`src/rtl/txeb_pkg.sv`:
```
// Shared definitions for the transmit slip buffer.
// Assumes an 8-bit byte lane on both the backplane and DS1 sides.
package txeb_pkg;

    localparam int BYTE_W = 8;

    // Realignment controller states
    typedef enum logic [1:0] {
        AL_IDLE  = 2'd0,
        AL_ARMED = 2'd1,
        AL_COUNT = 2'd2
    } align_st_e;

endpackage

```
`src/rtl/txeb_chan_map.sv`:
```
// Backplane side: tracks the write bank and maps channel indices to
// timeslot slots. Assumes one channel out of every SKIP is unused.
module txeb_chan_map
    import txeb_pkg::*;
#(
    parameter int BP_CHANS = 32,
    parameter int SLOTS    = 24,
    parameter int SKIP     = 4,
    localparam int CH_W    = $clog2(BP_CHANS),
    localparam int SL_W    = $clog2(SLOTS)
) (
    input  logic              clk,
    input  logic              rst_n,
    input  logic              bp_fsync,
    input  logic              wr_en,
    input  logic [CH_W-1:0]   wr_chan,
    input  logic [BYTE_W-1:0] wr_data,
    output logic              st_we,
    output logic              st_bank,
    output logic [SL_W-1:0]   st_slot,
    output logic [BYTE_W-1:0] st_data,
    output logic              ts1_hit
);

    logic wr_bank;
    logic eff_bank;
    logic chan_ok;
    int   idx;

    // Decode channel into slot index and acceptance
    always_comb begin
        eff_bank = wr_bank ^ bp_fsync;
        idx      = int'(wr_chan) - int'(wr_chan) / SKIP - 1;
        chan_ok  = ((int'(wr_chan) % SKIP) != 0) && (idx < SLOTS) && (idx >= 0);
        st_we    = wr_en && chan_ok;
        st_bank  = eff_bank;
        st_slot  = chan_ok ? SL_W'(idx) : '0;
        st_data  = wr_data;
        ts1_hit  = st_we && (idx == 0);
    end

    // Write bank flips on each backplane frame marker
    always_ff @(posedge clk) begin
        if (!rst_n) begin
            wr_bank <= 1'b0;
        end else begin
            wr_bank <= eff_bank;
        end
    end

endmodule

```
`src/rtl/txeb_store.sv`:
```
// Two-bank byte store, one bank per frame. Write is registered; read is
// combinational so a byte written at an edge is readable after it.
module txeb_store
    import txeb_pkg::*;
#(
    parameter int SLOTS  = 24,
    localparam int SL_W  = $clog2(SLOTS)
) (
    input  logic              clk,
    input  logic              rst_n,
    input  logic              we,
    input  logic              wbank,
    input  logic [SL_W-1:0]   wslot,
    input  logic [BYTE_W-1:0] wdata,
    input  logic              rbank,
    input  logic [SL_W-1:0]   rslot,
    output logic [BYTE_W-1:0] rdata
);

    logic [BYTE_W-1:0] mem [2][SLOTS];

    // Clear on reset, otherwise store the mapped byte
    always_ff @(posedge clk) begin
        if (!rst_n) begin
            for (int b = 0; b < 2; b++) begin
                for (int s = 0; s < SLOTS; s++) begin
                    mem[b][s] <= '0;
                end
            end
        end else if (we) begin
            mem[wbank][wslot] <= wdata;
        end
    end

    // Read port used by the framer when loading a timeslot
    always_comb begin
        rdata = mem[rbank][rslot];
    end

endmodule

```
`src/rtl/txeb_align.sv`:
```
// Delay register and one-shot realignment control. A non-zero host write
// arms; the next timeslot-1 write starts a countdown of D-1 edges, after
// which a single realign pulse restarts the generated frame.
module txeb_align
    import txeb_pkg::*;
#(
    parameter int FRAME_BITS = 193,
    parameter int DLY_W      = 8
) (
    input  logic             clk,
    input  logic             rst_n,
    input  logic             host_we,
    input  logic [DLY_W-1:0] host_wdata,
    input  logic             ts1_hit,
    input  logic             hit_bank,
    output logic [DLY_W-1:0] dly_q,
    output logic             realign,
    output logic             realign_bank
);

    localparam int MAXD = FRAME_BITS - 1;

    align_st_e        state;
    logic [DLY_W-1:0] cnt;
    logic             held_bank;
    logic             host_nz;
    logic [DLY_W-1:0] clamped;
    logic             fire_now;
    logic             fire_cnt;

    // Host write qualification, clamping and fire conditions
    always_comb begin
        host_nz      = host_we && (host_wdata != '0);
        clamped      = (int'(host_wdata) > MAXD) ? DLY_W'(MAXD) : host_wdata;
        fire_now     = (state == AL_ARMED) && ts1_hit && (dly_q == DLY_W'(1));
        fire_cnt     = (state == AL_COUNT) && (cnt == DLY_W'(1));
        realign      = !host_nz && (fire_now || fire_cnt);
        realign_bank = (state == AL_ARMED) ? hit_bank : held_bank;
    end

    // Register, arming and countdown sequencing
    always_ff @(posedge clk) begin
        if (!rst_n) begin
            state     <= AL_IDLE;
            dly_q     <= '0;
            cnt       <= '0;
            held_bank <= 1'b0;
        end else if (host_nz) begin
            dly_q <= clamped;
            state <= AL_ARMED;
        end else begin
            unique case (state)
                AL_ARMED: begin
                    if (ts1_hit) begin
                        held_bank <= hit_bank;
                        if (dly_q == DLY_W'(1)) begin
                            state <= AL_IDLE;
                        end else begin
                            cnt   <= dly_q - DLY_W'(1);
                            state <= AL_COUNT;
                        end
                    end
                end
                AL_COUNT: begin
                    if (cnt == DLY_W'(1)) begin
                        state <= AL_IDLE;
                    end else begin
                        cnt <= cnt - DLY_W'(1);
                    end
                end
                default: state <= AL_IDLE;
            endcase
        end
    end

endmodule

```
`src/rtl/txeb_framer.sv`:
```
// Generated DS1 frame: bit counter, read bank, timeslot shift register.
// Position 0 is the framing bit (output 0, sync high); slot k starts at
// position 1 + k*BYTE_W. A realign pulse forces position 0 immediately.
module txeb_framer
    import txeb_pkg::*;
#(
    parameter int SLOTS      = 24,
    parameter int FRAME_BITS = 193,
    localparam int SL_W      = $clog2(SLOTS),
    localparam int BC_W      = $clog2(FRAME_BITS)
) (
    input  logic              clk,
    input  logic              rst_n,
    input  logic              realign,
    input  logic              realign_bank,
    input  logic [BYTE_W-1:0] rd_data,
    output logic              rd_bank,
    output logic [SL_W-1:0]   rd_slot,
    output logic              tx_data,
    output logic              tx_fsync
);

    localparam int LAST = FRAME_BITS - 1;

    logic [BC_W-1:0]   bit_cnt;
    logic [BC_W-1:0]   next_cnt;
    logic [BYTE_W-1:0] shreg;
    logic              load;
    int                nm1;

    // Next position and timeslot load decision
    always_comb begin
        next_cnt = (bit_cnt == BC_W'(LAST)) ? '0 : bit_cnt + BC_W'(1);
        nm1      = int'(next_cnt) - 1;
        load     = !realign && (next_cnt != '0) && ((nm1 % BYTE_W) == 0);
        rd_slot  = load ? SL_W'(nm1 / BYTE_W) : '0;
    end

    // Frame position, read bank and shift register update
    always_ff @(posedge clk) begin
        if (!rst_n) begin
            bit_cnt <= '0;
            rd_bank <= 1'b0;
            shreg   <= '0;
        end else if (realign) begin
            bit_cnt <= '0;
            rd_bank <= realign_bank;
            shreg   <= shreg << 1;
        end else begin
            bit_cnt <= next_cnt;
            if (bit_cnt == BC_W'(LAST)) begin
                rd_bank <= ~rd_bank;
            end
            shreg <= load ? rd_data : (shreg << 1);
        end
    end

    // Serial outputs
    always_comb begin
        tx_fsync = (bit_cnt == '0);
        tx_data  = (bit_cnt == '0) ? 1'b0 : shreg[BYTE_W-1];
    end

endmodule

```
`src/rtl/tx_elastic_buf.sv`:
```
// Top of the transmit slip buffer. Single clock at the DS1 bit rate.
// Assumes backplane writes arrive at roughly one frame per 193 cycles.
module tx_elastic_buf
    import txeb_pkg::*;
#(
    parameter int BP_CHANS   = 32,
    parameter int SLOTS      = 24,
    parameter int SKIP       = 4,
    parameter int FRAME_BITS = 193,
    parameter int DLY_W      = 8,
    localparam int CH_W      = $clog2(BP_CHANS),
    localparam int SL_W      = $clog2(SLOTS)
) (
    input  logic              clk,
    input  logic              rst_n,
    input  logic              bp_fsync,
    input  logic              wr_en,
    input  logic [CH_W-1:0]   wr_chan,
    input  logic [BYTE_W-1:0] wr_data,
    input  logic              host_we,
    input  logic [DLY_W-1:0]  host_wdata,
    output logic [DLY_W-1:0]  host_rdata,
    output logic              tx_data,
    output logic              tx_fsync
);

    logic              st_we;
    logic              st_bank;
    logic [SL_W-1:0]   st_slot;
    logic [BYTE_W-1:0] st_data;
    logic              ts1_hit;
    logic              realign;
    logic              realign_bank;
    logic              rd_bank;
    logic [SL_W-1:0]   rd_slot;
    logic [BYTE_W-1:0] rd_data;

    txeb_chan_map #(.BP_CHANS(BP_CHANS), .SLOTS(SLOTS), .SKIP(SKIP)) u_map (
        .clk(clk), .rst_n(rst_n), .bp_fsync(bp_fsync), .wr_en(wr_en),
        .wr_chan(wr_chan), .wr_data(wr_data), .st_we(st_we), .st_bank(st_bank),
        .st_slot(st_slot), .st_data(st_data), .ts1_hit(ts1_hit)
    );

    txeb_store #(.SLOTS(SLOTS)) u_store (
        .clk(clk), .rst_n(rst_n), .we(st_we), .wbank(st_bank), .wslot(st_slot),
        .wdata(st_data), .rbank(rd_bank), .rslot(rd_slot), .rdata(rd_data)
    );

    txeb_align #(.FRAME_BITS(FRAME_BITS), .DLY_W(DLY_W)) u_align (
        .clk(clk), .rst_n(rst_n), .host_we(host_we), .host_wdata(host_wdata),
        .ts1_hit(ts1_hit), .hit_bank(st_bank), .dly_q(host_rdata),
        .realign(realign), .realign_bank(realign_bank)
    );

    txeb_framer #(.SLOTS(SLOTS), .FRAME_BITS(FRAME_BITS)) u_framer (
        .clk(clk), .rst_n(rst_n), .realign(realign), .realign_bank(realign_bank),
        .rd_data(rd_data), .rd_bank(rd_bank), .rd_slot(rd_slot),
        .tx_data(tx_data), .tx_fsync(tx_fsync)
    );

endmodule

```
`config.mk`:
```
export PLATFORM = sky130hd
export DESIGN_NAME = tx_elastic_buf
export DESIGN_NICKNAME = d
export VERILOG_FILES = /design/src/rtl/txeb_pkg.sv /design/src/rtl/txeb_chan_map.sv /design/src/rtl/txeb_store.sv /design/src/rtl/txeb_align.sv /design/src/rtl/txeb_framer.sv /design/src/rtl/tx_elastic_buf.sv
export SDC_FILE = /design/constraint.sdc
export NUM_CORES = 1
export LEC_CHECK = 0
export BUFFER_PORTS_ARGS = -buffer_cell sky130_fd_sc_hd__buf_2
export CAP_MARGIN = 30
export CORE_MARGIN = 3
export CORE_UTILIZATION = 30
export DETAILED_ROUTE_END_ITERATION = 12
export PLACE_DENSITY = 0.49
export REMOVE_ABC_BUFFERS = 1
export SLEW_MARGIN = 20
export SYNTH_ARGS = -nofsm -noshare
export SYNTH_HDL_FRONTEND = slang
export SYNTH_HIERARCHICAL = 1
export SYNTH_SLANG_ARGS = --single-unit
```
`constraint.sdc`:
```
create_clock -name clk -period 7 [get_ports clk]
set_input_delay 1.05 -clock clk [delete_from_list [all_inputs] [get_ports clk]]
set_output_delay 1.05 -clock clk [all_outputs]
set_load 0.05 [all_outputs]
```
==> results of run 1 <==
==> path summary, 6_finish.rpt <==
kind / slack (ns) / cells past startpoint / endpoint
worst max register to register: 2.63 / 18 / u_framer/shreg[3]
worst min-delay path: 0.44 / 2 / u_framer/shreg[5]
worst max-delay path: 1.15 / 22 / u_framer/shreg[2]
worst min register to register: 0.44 / 2 / u_framer/shreg[5]
==> cells in the final DEF (no fill, tap or decap), drive strengths merged, types with 3 or more instances in the layout <==
cell type and instances:
dfxtp 37, xor2 11, a21oi 32, nand2b 16, a21boi 15, edfxtp 384, nor4 9, nand2 55
or4 3, a211o 12, and4b 4, mux4 104, o31ai 6, or3b 3, and2 186, or3 7
and3 3, nor3 29, nand4 9, bufinv 4, a22oi 35, nand3 25, inv 27, clkinvlp 3
ha 13, clkbuf 63, o21ai 40, clkinv 14, nand3b 6, xnor2 11, buf 111, nor2b 10
a31oi 6, nor2 74
==> registers in the layout, indices dropped and copies added, names as in the netlist <==
register           cells
u_align/state          2
u_align/cnt            8
u_framer/shreg         8
u_framer/rd_bank       1
u_map/wr_bank          1
u_align/held_bank      1
u_align/dly_q          8
u_store/mem          384
u_framer/bit_cnt       8
==> stage by stage <==
stage               utilization [%]  std cells  setup WS (ns)  hold slack [ns]  area [um2]
detailed placement            32.68       2148         0.5015           0.4360       20690
global placement              32.63       2144         0.6038           0.4302       20660
finish                        35.14       2236          1.153           0.4416       22250
floorplan                         -       1194        -0.1431           0.4206       18840
global route                  35.14       2236         0.7240           0.4622       22250
CTS                           35.05       2231          1.126           0.4340       22190
==> layer usage <==
metal	track usage, %	wire (um)	up-vias
met5	0	0	-
li1	-	-	5035
met1	22.00	23570	5881
met2	25.26	25290	272
met3	2.751	2470	80
met4	4.718	1452	0
==> cell families (layout without fill, tap and decap cells) <==
logic type / count (synthesis) / count (layout)
muxes: 107 / 107
AOI/OAI and AO/OA: 161 / 161
and+or+nand+nor: 443 / 443
buffers and inverters: 112 / 222
adders and majority gates: 14 / 14
DFF: 421 / 421
xor gates and xnor gates: 22 / 22
==> cell type report <==
cell class                 instances  area share, %
inverter                          26         0.4386
tap                              846          4.757
multi-input combinational        747          29.13
sequential                       421          55.17
clock buffer                      61          5.708
timing repair buffer             113          3.756
clock inverter                    22          1.035
==> worst max-delay path, stage by stage <==
cell      delay, ns
buf_2          0.13
inv_1          0.05
ha_1           0.22
fa_1           0.40
xor2_1         0.33
and3_1         0.35
a31oi_4        0.13
o221ai_4       0.24
nor3_1         0.18
nand3b_1       0.14
o21ai_0        0.08
and2_1         0.21
nor3_1         0.18
and3_1         0.48
and2_4         0.49
buf_12         0.31
mux4_2         0.37
a22oi_1        0.28
a21oi_1        0.22
a211o_1        0.31
nand2_1        0.06
a21boi_1       0.06
==> power by group through the flow <==
| stage | Sequential [W] | Clock [W] | Combinational [W] |
|---|---|---|---|
| finish | 0.00294 | 0.00243 | 0.000586 |
| global placement | 0.00299 | 0 | 0.000582 |
| detailed placement | 0.00300 | 0 | 0.000588 |
| CTS | 0.00294 | 0.00250 | 0.000590 |
| floorplan | 0.00298 | 0 | 0.000351 |
| global route | 0.00295 | 0.00260 | 0.000633 |
==> impl_metrics.csv, run 1 <==
group,metric,value,unit
grt,grt_usage,15.79,%
detailed_routing,final_antenna_net_count,0,
worst_setup_path,startpoint,"wr_chan[0]",
clock_network,htree_levels,2,
synthesis,synthSimpleGateAreaFrac,13.09,%
timing,fin_skew,0.03061,ns
worst_setup_path,path_class,"in -> reg",
power,switching_share,24.02,%
clock_network,postCtsSetupBuffers,0,
timing,tns,0,ns
synthesis,synthDistinctLibCells,71,
clock_network,holdBufCountCts,0,
grt,grt_max_degree,53,
synthesis,synth_common_cells,"edfxtp_1 (384), and2_1 (186), mux4_2 (92), nor2_1 (74), nand2_1 (53)",
clock_network,insertion_delay,0.59,ns
synthesis,synth-edff-count,384,
floorplan,ios,36,
synthesis,synthXorXnorAreaFrac,1.175,%
cells_and_area,final_nets,1396,
clock_network,cts_buffer_depth,3,
floorplan,rows,92,
synthesis,yosys_warnings,6,
synthesis,ys.flop_type,"edfxtp_1",
timing,rsz0062_at_grt,"false",
cells_and_area,multi_input_area,6482,um2
hold_path,min_path_type,"reg -> reg",
placed_design,gp_congestion,0.7902,
cells_and_area,area_growth_syn_to_layout,15.43,%
grt,grt_pass1_vias,11360,
worst_setup_path,setup.worst_path.start_class,"input pin",
clock_network,clock-sinks,421,
grt,grt_pass1_wl,78320,um
clock_network,cts-buffers-inserted,47,
power,p_switching,0.001432,W
cells_and_area,register_area,12280,um2
synthesis,yosysMostFrequentCell,"edfxtp_1",
synthesis,synth_compound_area_share,5.790,%
floorplan,dieHeight,259.5,um
synthesis,async_flop_share,0,%
synthesis,yosys-mux-area-fraction,12.55,%
power,p_clk_share,40.8,%
power,power_density,267.8,nW/um2
detailed_routing,vias,11270,
floorplan,die_area,67330,um2
timing,fmax,171.0,MHz
timing,drv_slew,0,
detailed_routing,drt_first_pass_iters,5,
synthesis,synth_fa_ha_area_share,0.9477,%
grt,gr-total-overflow,0,
placed_design,post-dp-hpwl,34420,um
timing,slew_headroom,39.96,%
timing,period_share,83.53,%
worst_setup_path,required,7.48,ns
power,max-vdd-ir-drop,0.1478,mV
clock_network,clk_transition_reported_paths,0.06,ns
cells_and_area,nFillCells,6107,
worst_setup_path,arrival,6.32,ns
detailed_routing,viasPerCell,5.039,
synthesis,synth.avg_cell_area,15.06,um2
placed_design,port_buffers,35,
timing,tightest_slew,0.8937,ns
synthesis,synth_top_family_by_area,"simple AND/OR/NAND/NOR gates",
synthesis,yosys.area.top_type,"edfxtp_1",
detailed_routing,wl,52790,um
synthesis,synthTopCellsByArea,"edfxtp_1 (60%), mux4_2 (11%), and2_1 (6.0%)",
detailed_routing,drtIter0Drc,926,
job,cap_violations,0,
floorplan,initial_utilization,30.45,%
clock_network,cts_tree,"yes",
power,finalPower,0.005959,W
worst_setup_path,r2r-start,"u_framer/bit_cnt[3]",
hold_path,min_from,"u_framer/shreg[4]",
detailed_routing,wl_per_cell,23.61,um
detailed_routing,drc,0,
timing,hold_viol,0,
worst_setup_path,worstSetupEndpointType,"flip-flop",
synthesis,synth_cells,1280,
power,intPower,0.004528,W
outcome,status,"complete, no violations",
power,combPwrFrac,9.8,%
clock_network,root_buffer,"clkbuf_16",
synthesis,ys_ff_latch,421,
timing,setup_violations,0,
power,p_leak,7.628,nW
worst_setup_path,crit_fanout,39,
grt,grt_antenna_before_repair,2,
power,pwr-share-seq,49.4,%
clock_network,post_cts_resized,0,
floorplan,die_x,259.5,um
synthesis,ys_seq_area_share,63.66,%
synthesis,syn-cell-area,19280,um2
cells_and_area,n_antenna_cell,0,
timing,post-route-min-period,5.847,ns
floorplan,core_area,63310,um2
cells_and_area,drive_above_1_share,21.94,%
synthesis,synth.top_cell.area_share,59.82,%
Power figures use the tool's default switching activity.
==> run 2, diff against run 1 <==
PLACE_DENSITY = 0.51   (was 0.49)
clock period = 4.99 ns   (was 7 ns; I/O delays follow)
==> run 2 against run 1 <==
Effect of this change: critical path type unchanged; clock skew fell by 0.0098 ns; global-route usage rose by 0.066 points; non-clock buffer count rose by 64; cell count rose by 2.7%; highest routed layer unchanged; sequential share of layout area fell by 1.1 points; wire length rose by 0.22%; sequential cell count did not move; sequential power rose by 40%; critical path depth rose by 5; cell area rose by 2.1%; core utilization rose by 0.72 points.
==> impl_metrics.csv, run 2 (synthesis results as in run 1) <==
group,metric,value,unit
timing,post-route-min-period,4.738,ns
clock_network,postCtsSetupBuffers,0,
clock_network,clock-sinks,421,
floorplan,dieHeight,259.5,um
outcome,status,"complete, no violations",
timing,drv_slew,0,
cells_and_area,multi_input_area,6477,um2
floorplan,ios,36,
cells_and_area,area_growth_syn_to_layout,17.80,%
worst_setup_path,reg2reg_depth,18,
cells_and_area,mostFrequentLayoutCells,"edfxtp_1 (384), and2_1 (185), buf_4 (130)",
clock_network,clk_transition_reported_paths,0.06,ns
detailed_routing,drt_first_pass_iters,5,
job,cap_violations,0,
floorplan,rows,92,
worst_setup_path,path_depth,27,
grt,grt_antenna_before_repair,0,
worst_setup_path,crit_top_cell,"buf_4",
timing,tightest_slew,0.7927,ns
cells_and_area,largest_reg_flops,384,
timing,fin_skew,0.02077,ns
clock_network,insertion_delay,0.58,ns
placed_design,post-dp-hpwl,35400,um
timing,setup_violations,0,
worst_setup_path,path_class,"in -> reg",
grt,grt_usage,15.85,%
cells_and_area,nFillCells,6102,
power,power_density,364.0,nW/um2
hold_path,min_path_type,"reg -> reg",
timing,hold_viol,0,
detailed_routing,wl_per_cell,23.03,um
cells_and_area,final_nets,1459,
grt,gr-total-overflow,0,
power,max-vdd-ir-drop,0.2324,mV
worst_setup_path,crit_fanout,8,
placed_design,port_buffers,35,
floorplan,die_x,259.5,um
worst_setup_path,cp_num_buf_inv,8,
worst_setup_path,cp_slowest_cell,"a21oi_1",
timing,slew_headroom,47.15,%
cells_and_area,utilization,35.87,%
clock_network,cts_tree,"yes",
clock_network,post_cts_resized,0,
worst_setup_path,worstSetupEndpointType,"flip-flop",
cells_and_area,drive_above_1_share,25.24,%
timing,tns,0,ns
cells_and_area,final_common_cell,"edfxtp_1",
detailed_routing,wl,52910,um
power,p_leak,7.904,nW
worst_setup_path,cp_top_family,"simple AND/OR/NAND/NOR gates",
clock_network,holdBufCountCts,0,
grt,grt_pass1_vias,11640,
clock_network,cts_buffer_depth,3,
clock_network,cts-buffers-inserted,46,
detailed_routing,final_antenna_net_count,0,
floorplan,initial_utilization,30.45,%
worst_setup_path,setup.worst_path.start_class,"input pin",
placed_design,gp_congestion,0.8323,
timing,period_share,94.94,%
detailed_routing,drc,0,
grt,grt_max_degree,56,
detailed_routing,vias,11500,
timing,whs,0.4442,ns
timing,worst_slack,0.2523,ns
detailed_routing,viasPerCell,5.005,
power,finalPower,0.008265,W
floorplan,die_area,67330,um2
clock_network,htree_levels,2,
cells_and_area,register_area,12280,um2
floorplan,core_area,63310,um2
worst_setup_path,slowest_delay,0.44,ns
cells_and_area,regMostFlops,"u_store/mem",
detailed_routing,drtIter0Drc,945,
hold_path,holdPathStages,2,
timing,fmax,211.1,MHz
grt,grt_pass1_wl,79160,um
clock_network,root_buffer,"clkbuf_16",
placed_design,place_worst_setup_slack,-0.3064,ns
worst_setup_path,required,5.47,ns
worst_setup_path,arrival,5.22,ns
timing,rsz0062_at_grt,"false",
## run 2: changes by cell type in the layout (fill, tap and decap cells not counted), sizes merged
cell / previous run / this run
buf: 111 / 177
clkbuf: 63 / 54
inv: 27 / 28
bufinv: 4 / 2
diode: 0 / 1
clkinv: 14 / 17
clkinvlp: 3 / 4
## run 2: where the power goes
group / internal, W / switching (W)
Sequential: 0.00406 / 0.0000677
Clock: 0.00183 / 0.00141
Combinational: 0.000357 / 0.000545
Total: 0.00624 / 0.00202
## run 2: worst paths after layout
kind / startpoint / endpoint / slack, ns
worst max-delay path: wr_chan[0] / u_framer/shreg[6] / 0.25
worst min-delay path: u_framer/shreg[0] / u_framer/shreg[1] / 0.44
worst max register to register: u_framer/bit_cnt[3] / u_framer/shreg[6] / 0.50
worst min register to register: u_framer/shreg[0] / u_framer/shreg[1] / 0.44
## run 2: area by class of cell
| class | count | area share, % |
|---|---|---|
| Antenna cell | 1 | 0.01102 |
| Clock buffer | 54 | 5.295 |
| Clock inverter | 25 | 0.8871 |
| Inverter | 26 | 0.4298 |
| Multi-Input combinational cell | 747 | 28.53 |
| Sequential cell | 421 | 54.06 |
| Tap cell | 846 | 4.662 |
| Timing Repair Buffer | 177 | 6.127 |
## run 2: worst register-to-register path: cells and delay by family (launching register included)
family,cells,cell delay [ns]
simple gates,7,1.54
xor+xnor,2,0.27
buf+inv,2,0.35
fa+ha+maj,2,0.48
flops,1,0.65
compound gates,5,1.12
## run 2: stage by stage
stage	area, um2	cells
finish	22710	2297
floorplan	18840	1194
detailed placement	21300	2217
CTS	22700	2296
global route	22700	2296
global placement	21290	2216
## run 2: metal layers
metal,track usage (%),part of all wire (%),vias to the layer above
li1,-,-,5154
met1,22.66,46,5971
met2,24.90,46,305
met3,2.644,5.1,67
met4,4.531,2.6,0
met5,0,0,-
==> run 3, diff against run 2 <==
CORE_UTILIZATION = 49   (was 30)
PLACE_DENSITY = 0.72   (was 0.51)
==> run 3 against run 2 <==
Effect of this change: worst setup slack better by 0.031 ns; clock power fell by 2%; largest power group unchanged; clock skew up 0.00088 ns; core utilization up 21 points; clock-buffer cell count is 1 lower; cell area down 2.7%; sequential power about the same; critical path depth decreased by 2; critical path type unchanged; first-iteration DRC count is 30% higher; non-clock buffer count decreased by 23; global-route usage up 7.4 points.
==> impl_metrics.csv, run 3 (synthesis results as in run 1) <==
group,metric,value,unit
outcome,status,"complete, no violations",
grt,gr-total-overflow,0,
floorplan,core_area,38740,um2
clock_network,cts_tree,"yes",
power,intPower,0.006210,W
cells_and_area,final_nets,1435,
grt,grt_antenna_before_repair,1,
timing,hold_viol,0,
timing,fin_skew,0.02165,ns
floorplan,die_x,204.3,um
clock_network,holdBufCountCts,0,
detailed_routing,wl_per_cell,24.38,um
worst_setup_path,arrival,5.15,ns
cells_and_area,mostFrequentLayoutCells,"edfxtp_1 (384), and2_1 (185), buf_4 (108)",
detailed_routing,drtIter0Drc,1227,
power,p_leak,7.777,nW
detailed_routing,final_antenna_net_count,0,
cells_and_area,largest_reg_flops,384,
timing,drv_slew,0,
power,finalPower,0.008150,W
placed_design,post-dp-hpwl,31270,um
floorplan,dieHeight,204.3,um
cells_and_area,area_growth_syn_to_layout,14.60,%
worst_setup_path,reg2reg_depth,17,
hold_path,holdPathStages,2,
placed_design,placedCellCount,1865,
worst_setup_path,worstSetupEndpointType,"flip-flop",
worst_setup_path,crit_fanout,23,
cells_and_area,register_area,12280,um2
cells_and_area,postLayoutCellArea,22090,um2
grt,grt_pass1_wl,72680,um
clock_network,insertion_delay,0.57,ns
hold_path,min_path_type,"reg -> reg",
cells_and_area,fin_cells,1948,
cells_and_area,nFillCells,3010,
detailed_routing,drt_first_pass_iters,5,
grt,grt_max_degree,59,
clock_network,cts-buffers-inserted,45,
timing,fmax,212.5,MHz
timing,worst_slack,0.2838,ns
clock_network,root_buffer,"clkbuf_16",
floorplan,ios,36,
grt,grt_usage,23.29,%
clock_network,htree_levels,2,
worst_setup_path,setup.worst_path.start_class,"input pin",
clock_network,cts_buffer_depth,3,
placed_design,gp_congestion,0.8773,
power,p_clk_share,38.8,%
detailed_routing,wl,47480,um
floorplan,die_area,41750,um2
power,power_density,368.9,nW/um2
placed_design,port_buffers,35,
detailed_routing,vias,11570,
detailed_routing,drc,0,
timing,setup_violations,0,
power,combPwrFrac,10.7,%
job,cap_violations,0,
cells_and_area,utilization,57.03,%
cells_and_area,multi_input_area,6485,um2
floorplan,rows,72,
timing,period_share,94.31,%
worst_setup_path,required,5.44,ns
placed_design,dpl-instance-area,20680,um2
power,p_switching,0.001940,W
cells_and_area,regMostFlops,"u_store/mem",
timing,slew_headroom,34.75,%
cells_and_area,final_common_cell,"edfxtp_1",
timing,rsz0062_at_grt,"false",
power,pwr-share-seq,50.6,%
cells_and_area,n_antenna_cell,0,
clock_network,clk_transition_reported_paths,0.06,ns
power,switching_share,23.81,%
clock_network,clock-sinks,421,
cells_and_area,drive_above_1_share,23.92,%
worst_setup_path,path_class,"in -> reg",
placed_design,place_worst_setup_slack,-0.2467,ns
power,max-vdd-ir-drop,0.2883,mV
timing,post-route-min-period,4.706,ns
detailed_routing,viasPerCell,5.938,
timing,tightest_slew,0.9714,ns
grt,grt_pass1_vias,11850,
floorplan,initial_utilization,49.76,%
[run 3: changes by cell type in the layout (fill, tap and decap cells not counted), moves of 2 or more]
cell | before | now
buf_4 | 130 | 108
clkinv_1 | 8 | 14
clkinv_4 | 3 | 0
buf_12 | 12 | 10
clkinv_2 | 6 | 8
o21ai_0 | 28 | 26
o21ai_1 | 11 | 13
[run 3: timing repair]
action | in CTS | in global routing
buffers inserted | 0 | 1
endpoints found under the setup margin | 0 | 2
resized for setup | 0 | 1
[run 3: worst paths after layout]
path | slack, ns | to | start
worst max register to register | 0.72 | u_framer/shreg[0] | u_framer/bit_cnt[2]
worst max-delay path | 0.28 | u_framer/shreg[7] | wr_chan[0]
worst min-delay path | 0.44 | u_framer/shreg[2] | u_framer/shreg[1]
worst min register to register | 0.44 | u_framer/shreg[2] | u_framer/shreg[1]
[run 3: layout make-up]
class | instances | share of cell area (%)
Sequential cell | 421 | 55.57
Multi-Input combinational cell | 747 | 29.36
Clock buffer | 53 | 5.426
Timing Repair Buffer | 154 | 5.392
Tap cell | 518 | 2.934
Clock inverter | 29 | 0.8836
Inverter | 26 | 0.4418
[run 3: layer usage]
| layer | GRT usage [%] | wire length, um | vias up |
|---|---|---|---|
| met2 | 36.65 | 22480 | 572 |
| met3 | 6.243 | 4580 | 112 |
| met1 | 31.73 | 18700 | 5776 |
| met5 | 0 | 11 | - |
| li1 | - | - | 5105 |
| met4 | 8.012 | 1711 | 2 |
[run 3: metrics by stage]
| stage | setup TNS [ns] | hold slack [ns] |
|---|---|---|
| 6_report | 0 | 0.4445 |
| 5_1_grt | 0 | 0.4583 |
| 4_1_cts | 0 | 0.4287 |
| 3_5_place_dp | -4.013 | 0.4401 |
| 3_3_place_gp | -1.848 | 0.4276 |
| 2_1_floorplan | -14.75 | 0.4206 |
[run 3: worst max-delay path, cell delays in order]
cell and delay, ns:
buf_2 0.09, inv_1 0.04, ha_1 0.21, fa_1 0.43, nor2b_1 0.17, nor3_2 0.07
xnor2_2 0.22, a31oi_4 0.13, o221ai_4 0.16, nor3_1 0.09, buf_4 0.15, nand3b_1 0.09
o21ai_0 0.09, and2_1 0.20, nor3_1 0.18, and3_1 0.24, and2_4 0.26, buf_12 0.21
buf_4 0.17, mux4_2 0.32, a22oi_1 0.29, a21oi_1 0.18, a211o_1 0.29, nand2_1 0.06
a21boi_1 0.05
[run 3: power by group through the flow]
stage               Combinational [W]  Sequential (W)  Clock, W
global route                 0.000925         0.00414   0.00335
floorplan                    0.000492         0.00418         0
global placement             0.000844         0.00418         0
detailed placement           0.000858         0.00420         0
finish                       0.000869         0.00412   0.00316
CTS                          0.000862         0.00412   0.00320
